## src/rtl/irq_pkg.sv

```systemverilog
package irq_pkg;

    localparam int LINES = 8;
    localparam int LW    = $clog2(LINES);
    localparam int PW    = LW + 1;
    localparam int DW    = 8;

    localparam logic [DW-1:0] BASE_KEEP = {{(DW-LW){1'b1}}, {LW{1'b0}}};
    localparam logic [LW-1:0] SPUR_LINE = LW'(LINES - 1);

    typedef enum logic [1:0] {
        ST_RUN,
        ST_BASE,
        ST_LINK,
        ST_MODE
    } init_st_e;

    typedef enum logic [2:0] {
        CK_NONE,
        CK_INIT,
        CK_RSEL,
        CK_OP,
        CK_DATA
    } cmd_kind_e;

    typedef struct packed {
        logic          valid;
        logic [LW-1:0] line;
        logic [PW-1:0] prio;
    } pick_t;

    typedef struct packed {
        cmd_kind_e     kind;
        logic [2:0]    code;
        logic [LW-1:0] lvl;
        logic          poll;
        logic          rsel_ld;
        logic          rsel;
        logic          smm_ld;
        logic          smm;
        logic          want_w4;
        logic          single;
        logic [DW-1:0] data;
    } cmd_t;

    typedef struct packed {
        logic [LINES-1:0] irr;
        logic [LINES-1:0] imr;
        logic [LINES-1:0] isr;
        logic [LW-1:0]    off;
        logic [DW-1:0]    base;
        logic             rsel;
        logic             poll;
        logic             smm;
        logic             aeoi;
        logic             rot_aeoi;
        logic             nested;
        logic             want_w4;
        logic             single;
        init_st_e         ist;
    } ctrl_t;

    function automatic logic [LINES-1:0] line_bit(input logic [LW-1:0] l);
        return LINES'(1) << l;
    endfunction

    function automatic logic [LW-1:0] after_line(input logic [LW-1:0] l);
        return l + LW'(1);
    endfunction

endpackage

```

## src/rtl/prio_pick.sv

```systemverilog
module prio_pick
    import irq_pkg::*;
(
    input  logic [LINES-1:0] bits,
    input  logic [LW-1:0]    offset,
    output pick_t            pick
);

    logic [LINES-1:0] rot;

    for (genvar p = 0; p < LINES; p++) begin : g_rot
        logic [LW-1:0] idx;
        assign idx    = LW'(p) + offset;
        assign rot[p] = bits[idx];
    end

    always_comb begin
        pick.prio = PW'(LINES);
        for (int p = LINES - 1; p >= 0; p--) begin
            if (rot[p]) pick.prio = PW'(p);
        end
        pick.valid = |bits;
        pick.line  = pick.prio[LW-1:0] + offset;
    end

endmodule

```

## src/rtl/cmd_dec.sv

```systemverilog
module cmd_dec
    import irq_pkg::*;
(
    input  logic          wr_en,
    input  logic          addr,
    input  logic [DW-1:0] data,
    output cmd_t          cmd
);

    always_comb begin
        if (!wr_en)       cmd.kind = CK_NONE;
        else if (addr)    cmd.kind = CK_DATA;
        else if (data[4]) cmd.kind = CK_INIT;
        else if (data[3]) cmd.kind = CK_RSEL;
        else              cmd.kind = CK_OP;
        cmd.code    = data[7:5];
        cmd.lvl     = data[LW-1:0];
        cmd.poll    = data[2];
        cmd.rsel_ld = data[1];
        cmd.rsel    = data[0];
        cmd.smm_ld  = data[6];
        cmd.smm     = data[5];
        cmd.want_w4 = data[0];
        cmd.single  = data[1];
        cmd.data    = data;
    end

endmodule

```

## src/rtl/prio_irq_ctrl.sv

```systemverilog
module prio_irq_ctrl
    import irq_pkg::*;
(
    input  logic             clk,
    input  logic             rst,
    input  logic [LINES-1:0] req_set_i,
    input  logic             wr_en_i,
    input  logic             addr_i,
    input  logic [DW-1:0]    wdata_i,
    input  logic             rd_en_i,
    output logic [DW-1:0]    rdata_o,
    input  logic             ack_i,
    output logic [DW-1:0]    ack_vec_o,
    output logic             irq_o,
    output logic             nested_o
);

    ctrl_t st, nx;
    cmd_t  cmd;
    pick_t req_pk, cmp_pk, isr_pk;

    logic [LINES-1:0] pend, isr_cmp;
    logic             win_valid;
    logic [LW-1:0]    win_line;

    cmd_dec u_dec (
        .wr_en (wr_en_i),
        .addr  (addr_i),
        .data  (wdata_i),
        .cmd   (cmd)
    );

    assign pend    = st.irr & ~st.imr;
    assign isr_cmp = st.smm ? (st.isr & ~st.imr) : st.isr;

    prio_pick u_req (.bits(pend),    .offset(st.off), .pick(req_pk));
    prio_pick u_cmp (.bits(isr_cmp), .offset(st.off), .pick(cmp_pk));
    prio_pick u_isr (.bits(st.isr),  .offset(st.off), .pick(isr_pk));

    assign win_valid = req_pk.valid && (req_pk.prio < cmp_pk.prio);
    assign win_line  = req_pk.line;

    always_comb begin
        nx = st;
        unique case (cmd.kind)
            CK_INIT: begin
                nx.imr      = '0;
                nx.isr      = '0;
                nx.off      = '0;
                nx.base     = '0;
                nx.rsel     = 1'b0;
                nx.poll     = 1'b0;
                nx.smm      = 1'b0;
                nx.aeoi     = 1'b0;
                nx.rot_aeoi = 1'b0;
                nx.nested   = 1'b0;
                nx.want_w4  = cmd.want_w4;
                nx.single   = cmd.single;
                nx.ist      = ST_BASE;
            end
            CK_RSEL: begin
                if (cmd.poll)    nx.poll = 1'b1;
                if (cmd.rsel_ld) nx.rsel = cmd.rsel;
                if (cmd.smm_ld)  nx.smm  = cmd.smm;
            end
            CK_OP: begin
                unique case (cmd.code)
                    3'd0, 3'd4: nx.rot_aeoi = cmd.code[2];
                    3'd1, 3'd5: begin
                        if (isr_pk.valid) begin
                            nx.isr = st.isr & ~line_bit(isr_pk.line);
                            if (cmd.code[2]) nx.off = after_line(isr_pk.line);
                        end
                    end
                    3'd3: nx.isr = st.isr & ~line_bit(cmd.lvl);
                    3'd6: nx.off = after_line(cmd.lvl);
                    3'd7: begin
                        nx.isr = st.isr & ~line_bit(cmd.lvl);
                        nx.off = after_line(cmd.lvl);
                    end
                    default: ;
                endcase
            end
            CK_DATA: begin
                unique case (st.ist)
                    ST_RUN:  nx.imr = cmd.data;
                    ST_BASE: begin
                        nx.base = cmd.data & BASE_KEEP;
                        if (st.single) nx.ist = st.want_w4 ? ST_MODE : ST_RUN;
                        else           nx.ist = ST_LINK;
                    end
                    ST_LINK: nx.ist = st.want_w4 ? ST_MODE : ST_RUN;
                    ST_MODE: begin
                        nx.nested = cmd.data[4];
                        nx.aeoi   = cmd.data[1];
                        nx.ist    = ST_RUN;
                    end
                    default: ;
                endcase
            end
            default: begin
                if (rd_en_i && st.poll) begin
                    nx.poll = 1'b0;
                    if (win_valid) begin
                        nx.irr = st.irr & ~line_bit(win_line);
                        nx.isr = st.isr & ~line_bit(win_line);
                    end
                end else if (ack_i && win_valid) begin
                    if (st.aeoi) begin
                        if (st.rot_aeoi) nx.off = after_line(win_line);
                    end else begin
                        nx.isr = st.isr | line_bit(win_line);
                    end
                    nx.irr = st.irr & ~line_bit(win_line);
                end
            end
        endcase
        if (cmd.kind == CK_INIT) nx.irr = req_set_i;
        else                     nx.irr = nx.irr | req_set_i;
    end

    always_ff @(posedge clk) begin
        if (rst) begin
            st    <= '0;
            irq_o <= 1'b0;
        end else begin
            st    <= nx;
            irq_o <= (cmd.kind == CK_INIT) ? 1'b0 : win_valid;
        end
    end

    always_comb begin
        if (st.poll)     rdata_o = win_valid ? DW'(win_line) : DW'(SPUR_LINE);
        else if (addr_i) rdata_o = st.imr;
        else             rdata_o = st.rsel ? st.isr : st.irr;
    end

    assign ack_vec_o = st.base | (win_valid ? DW'(win_line) : DW'(SPUR_LINE));
    assign nested_o  = st.nested;

endmodule

```

## config.mk

```make
export PLATFORM = sky130hd
export DESIGN_NAME = prio_irq_ctrl
export DESIGN_NICKNAME = d
export VERILOG_FILES = /design/src/rtl/irq_pkg.sv /design/src/rtl/prio_pick.sv /design/src/rtl/cmd_dec.sv /design/src/rtl/prio_irq_ctrl.sv
export SDC_FILE = /design/constraint.sdc
export NUM_CORES = 1
export LEC_CHECK = 0
export ABC_CLOCK_PERIOD_IN_PS = 6700
export BUFFER_PORTS_ARGS = -buffer_cell sky130_fd_sc_hd__buf_4
export CAP_MARGIN = 5
export CELL_PAD_IN_SITES_DETAIL_PLACEMENT = 1
export CELL_PAD_IN_SITES_GLOBAL_PLACEMENT = 2
export CORE_ASPECT_RATIO = 0.8
export CORE_MARGIN = 3
export CORE_UTILIZATION = 38
export CTS_CLUSTER_DIAMETER = 80
export DETAILED_ROUTE_END_ITERATION = 7
export PLACE_DENSITY = 0.85
export SYNTH_ARGS = -nofsm -noshare
export SYNTH_HDL_FRONTEND = slang
export SYNTH_HIERARCHICAL = 1
export SYNTH_SLANG_ARGS = --single-unit
```

## constraint.sdc

```tcl
create_clock -name clk -period 6.7 [get_ports clk]
set_input_delay 0.67 -clock clk [delete_from_list [all_inputs] [get_ports clk]]
set_output_delay 0.67 -clock clk [all_outputs]
set_load 0.05 [all_outputs]
```

==> impl_metrics.env <==
export IMPL_fin_crit_sh_pct=89.73
export IMPL_wirelength_mm=16.16
export IMPL_critPathMaxFanout=14
export IMPL_min_path_type="flop to flop"
export IMPL_min_period_ps=6012
export IMPL_drv_cap=0
export IMPL_post_drt_via_cell_ratio=6.018
export IMPL_hpwl_mm=12.55
export IMPL_drive_gt1_share_pct=16.92
export IMPL_clockRootBuffer="clkbuf_16"
export IMPL_worst_pin_slew_ps=1043
export IMPL_clock_latency_ps=280
export IMPL_max_slew_margin_rel_pct=30.47
export IMPL_syn_inst=614
export IMPL_r2r_slack_ps=1210
export IMPL_setup_viol=0
export IMPL_layout_nets=633
export IMPL_cp_startpoint="st[19]"
export IMPL_antenna_cells=0
export IMPL_cts_tree="built"
export IMPL_drc=0
export IMPL_worstSetupEndpoint="rdata_o[2]"
export IMPL_place_congestion=0.8591
export IMPL_finalHoldViolations=0
export IMPL_tns_ps=0
export IMPL_cts_setup_buffers=0
export IMPL_grtUsageTotal_pct=22.01
export IMPL_htreeDepth=2
export IMPL_syn_area_per_cell_um2=8.227
export IMPL_area_growth_pct=3.988
export IMPL_rsz0062_at_grt="no"
export IMPL_synthesis_area_um2=5051
export IMPL_multi_input_area_um2=3588
export IMPL_required_ps=6030
export IMPL_cts_resized_gates=0
export IMPL_io_pins=40
export IMPL_drtAntennaViolNets=0
export IMPL_end_kind="output port"
export IMPL_fillers=1556
export IMPL_fin_skew_ps=5.604
export IMPL_seq_area_um2=862.1
export IMPL_vias=4646
export IMPL_ir_drop_mv=0.1279
export IMPL_worstReg2RegStart="st[19]"
export IMPL_maxSlewViolCount=0
export IMPL_antenna_found_initial=0
export IMPL_drtPass1Iterations=5
export IMPL_critPathLaunchType="flop"
export IMPL_grt_remaining_overflow=0
export IMPL_yosysWarnings=6
export IMPL_r2r_cells=17
export IMPL_path_class="flop to output port"
export IMPL_clock_path_buffers=2
export IMPL_path_clk_slew_ps=60
export IMPL_cts_buffers=5
export IMPL_die_y_um=109.1
export IMPL_grt_max_degree=38
export IMPL_outcome="finished clean"
export IMPL_fp_dieArea_um2=14720
export IMPL_fmax_mhz=166.3
export IMPL_start_util_pct=39.11
export IMPL_synth_nets=650
export IMPL_coreArea_um2=12920
export IMPL_p_leak_nw=1.964
export IMPL_cp_arrival_ps=5340
export IMPL_cts_sinks=43
export IMPL_wire_per_inst_um=20.94
export IMPL_finalPower_mw=1.710
export IMPL_chipWidth_um=134.9
export IMPL_cts_hold_buf=0
export IMPL_first_global_vias=4787
export IMPL_portBuffers=39
export IMPL_pwr_density_cell_nw_per_um2=325.5
export IMPL_dr_first_iter_drc_count=308
export IMPL_grt_pass1_wl_mm=26.07
export IMPL_fin_cells=772
export IMPL_rows=37
export IMPL_dp_cells=765
how the worst min path moves through the flow:
stage,start,end,slack [ps],cells after the start
after global placement,nested_o,nested_o,460,2
after global routing,nested_o,nested_o,510,2
after floorplan,st[5],st[5],450,2
after detailed placement,nested_o,nested_o,470,2
after CTS,nested_o,nested_o,480,2
final,nested_o,nested_o,480,2
critical path: stages (launching register included):
cell       delay [ps]
dfxtp_1           690
inv_1             280
ha_1              590
mux2_1            230
mux2i_1           100
a221oi_1          590
a21oi_1           150
nor3_1            180
a2bb2oi_1         310
ha_1              200
inv_1              50
fa_1              370
xnor2_1           720
or2b_1            210
nand2_1            60
o21ai_0           100
buf_4             230
where the power goes:
group | total, mW | switching, mW | leakage, nW | internal [mW]
registers | 0.320 | 0.0419 | 0.351 | 0.278
logic | 1.12 | 0.704 | 1.54 | 0.417
clock network | 0.269 | 0.0953 | 0.0769 | 0.174
total | 1.71 | 0.841 | 1.96 | 0.868
metal layers:
| metal | share of wire [%] | global-route usage (%) | routed length (µm) | vias to the layer above |
|---|---|---|---|---|
| li1 | - | - | - | 2176 |
| met1 | 47 | 30.08 | 7562 | 2335 |
| met2 | 48 | 37.51 | 7683 | 120 |
| met3 | 4.5 | 2.768 | 726 | 15 |
| met4 | 1.2 | 4.506 | 191 | 0 |
| met5 | 0 | 0 | 0 | - |
final cells by class:
cell class	count	area share (%)
clock buffers	6	2.454
clock inverters	1	0.5717
inverters	31	2.215
multi-input cells	475	68.32
flip-flops and latches	43	16.41
well taps	175	4.169
repair buffers	41	5.860
through the flow:
stage	setup slack (ps)	util [%]	hold WS (ps)	instance area (µm²)
5_1_grt	286.7	40.67	512.1	5253
4_1_cts	675.1	40.67	481.8	5253
3_5_place_dp	978.4	39.44	469.3	5094
2_1_floorplan	1084	-	448.6	5051
3_3_place_gp	1382	39.44	461.7	5094
6_report	688.4	40.67	477.9	5253
cells in the final DEF, fill, tap and decap left out, drive strengths merged, types with 4 or more instances in the layout:
cell type and instances:
mux2i 57, nand2 55, nor2 53, a21oi 51, dfxtp 43, buf 41, inv 30, o21ai 24
mux2 20, nand3 18, a211oi 13, o211ai 13, nor2b 13, ha 12, mux4 12, and2 11
nand2b 11, nor3 10, nor4 7, o221ai 6, xnor2 6, clkbuf 6, xor2 6, o22ai 5
nand3b 5, o32ai 5, a21boi 5, nand4 4
No activity file was read; power rests on OpenSTA's default activity.
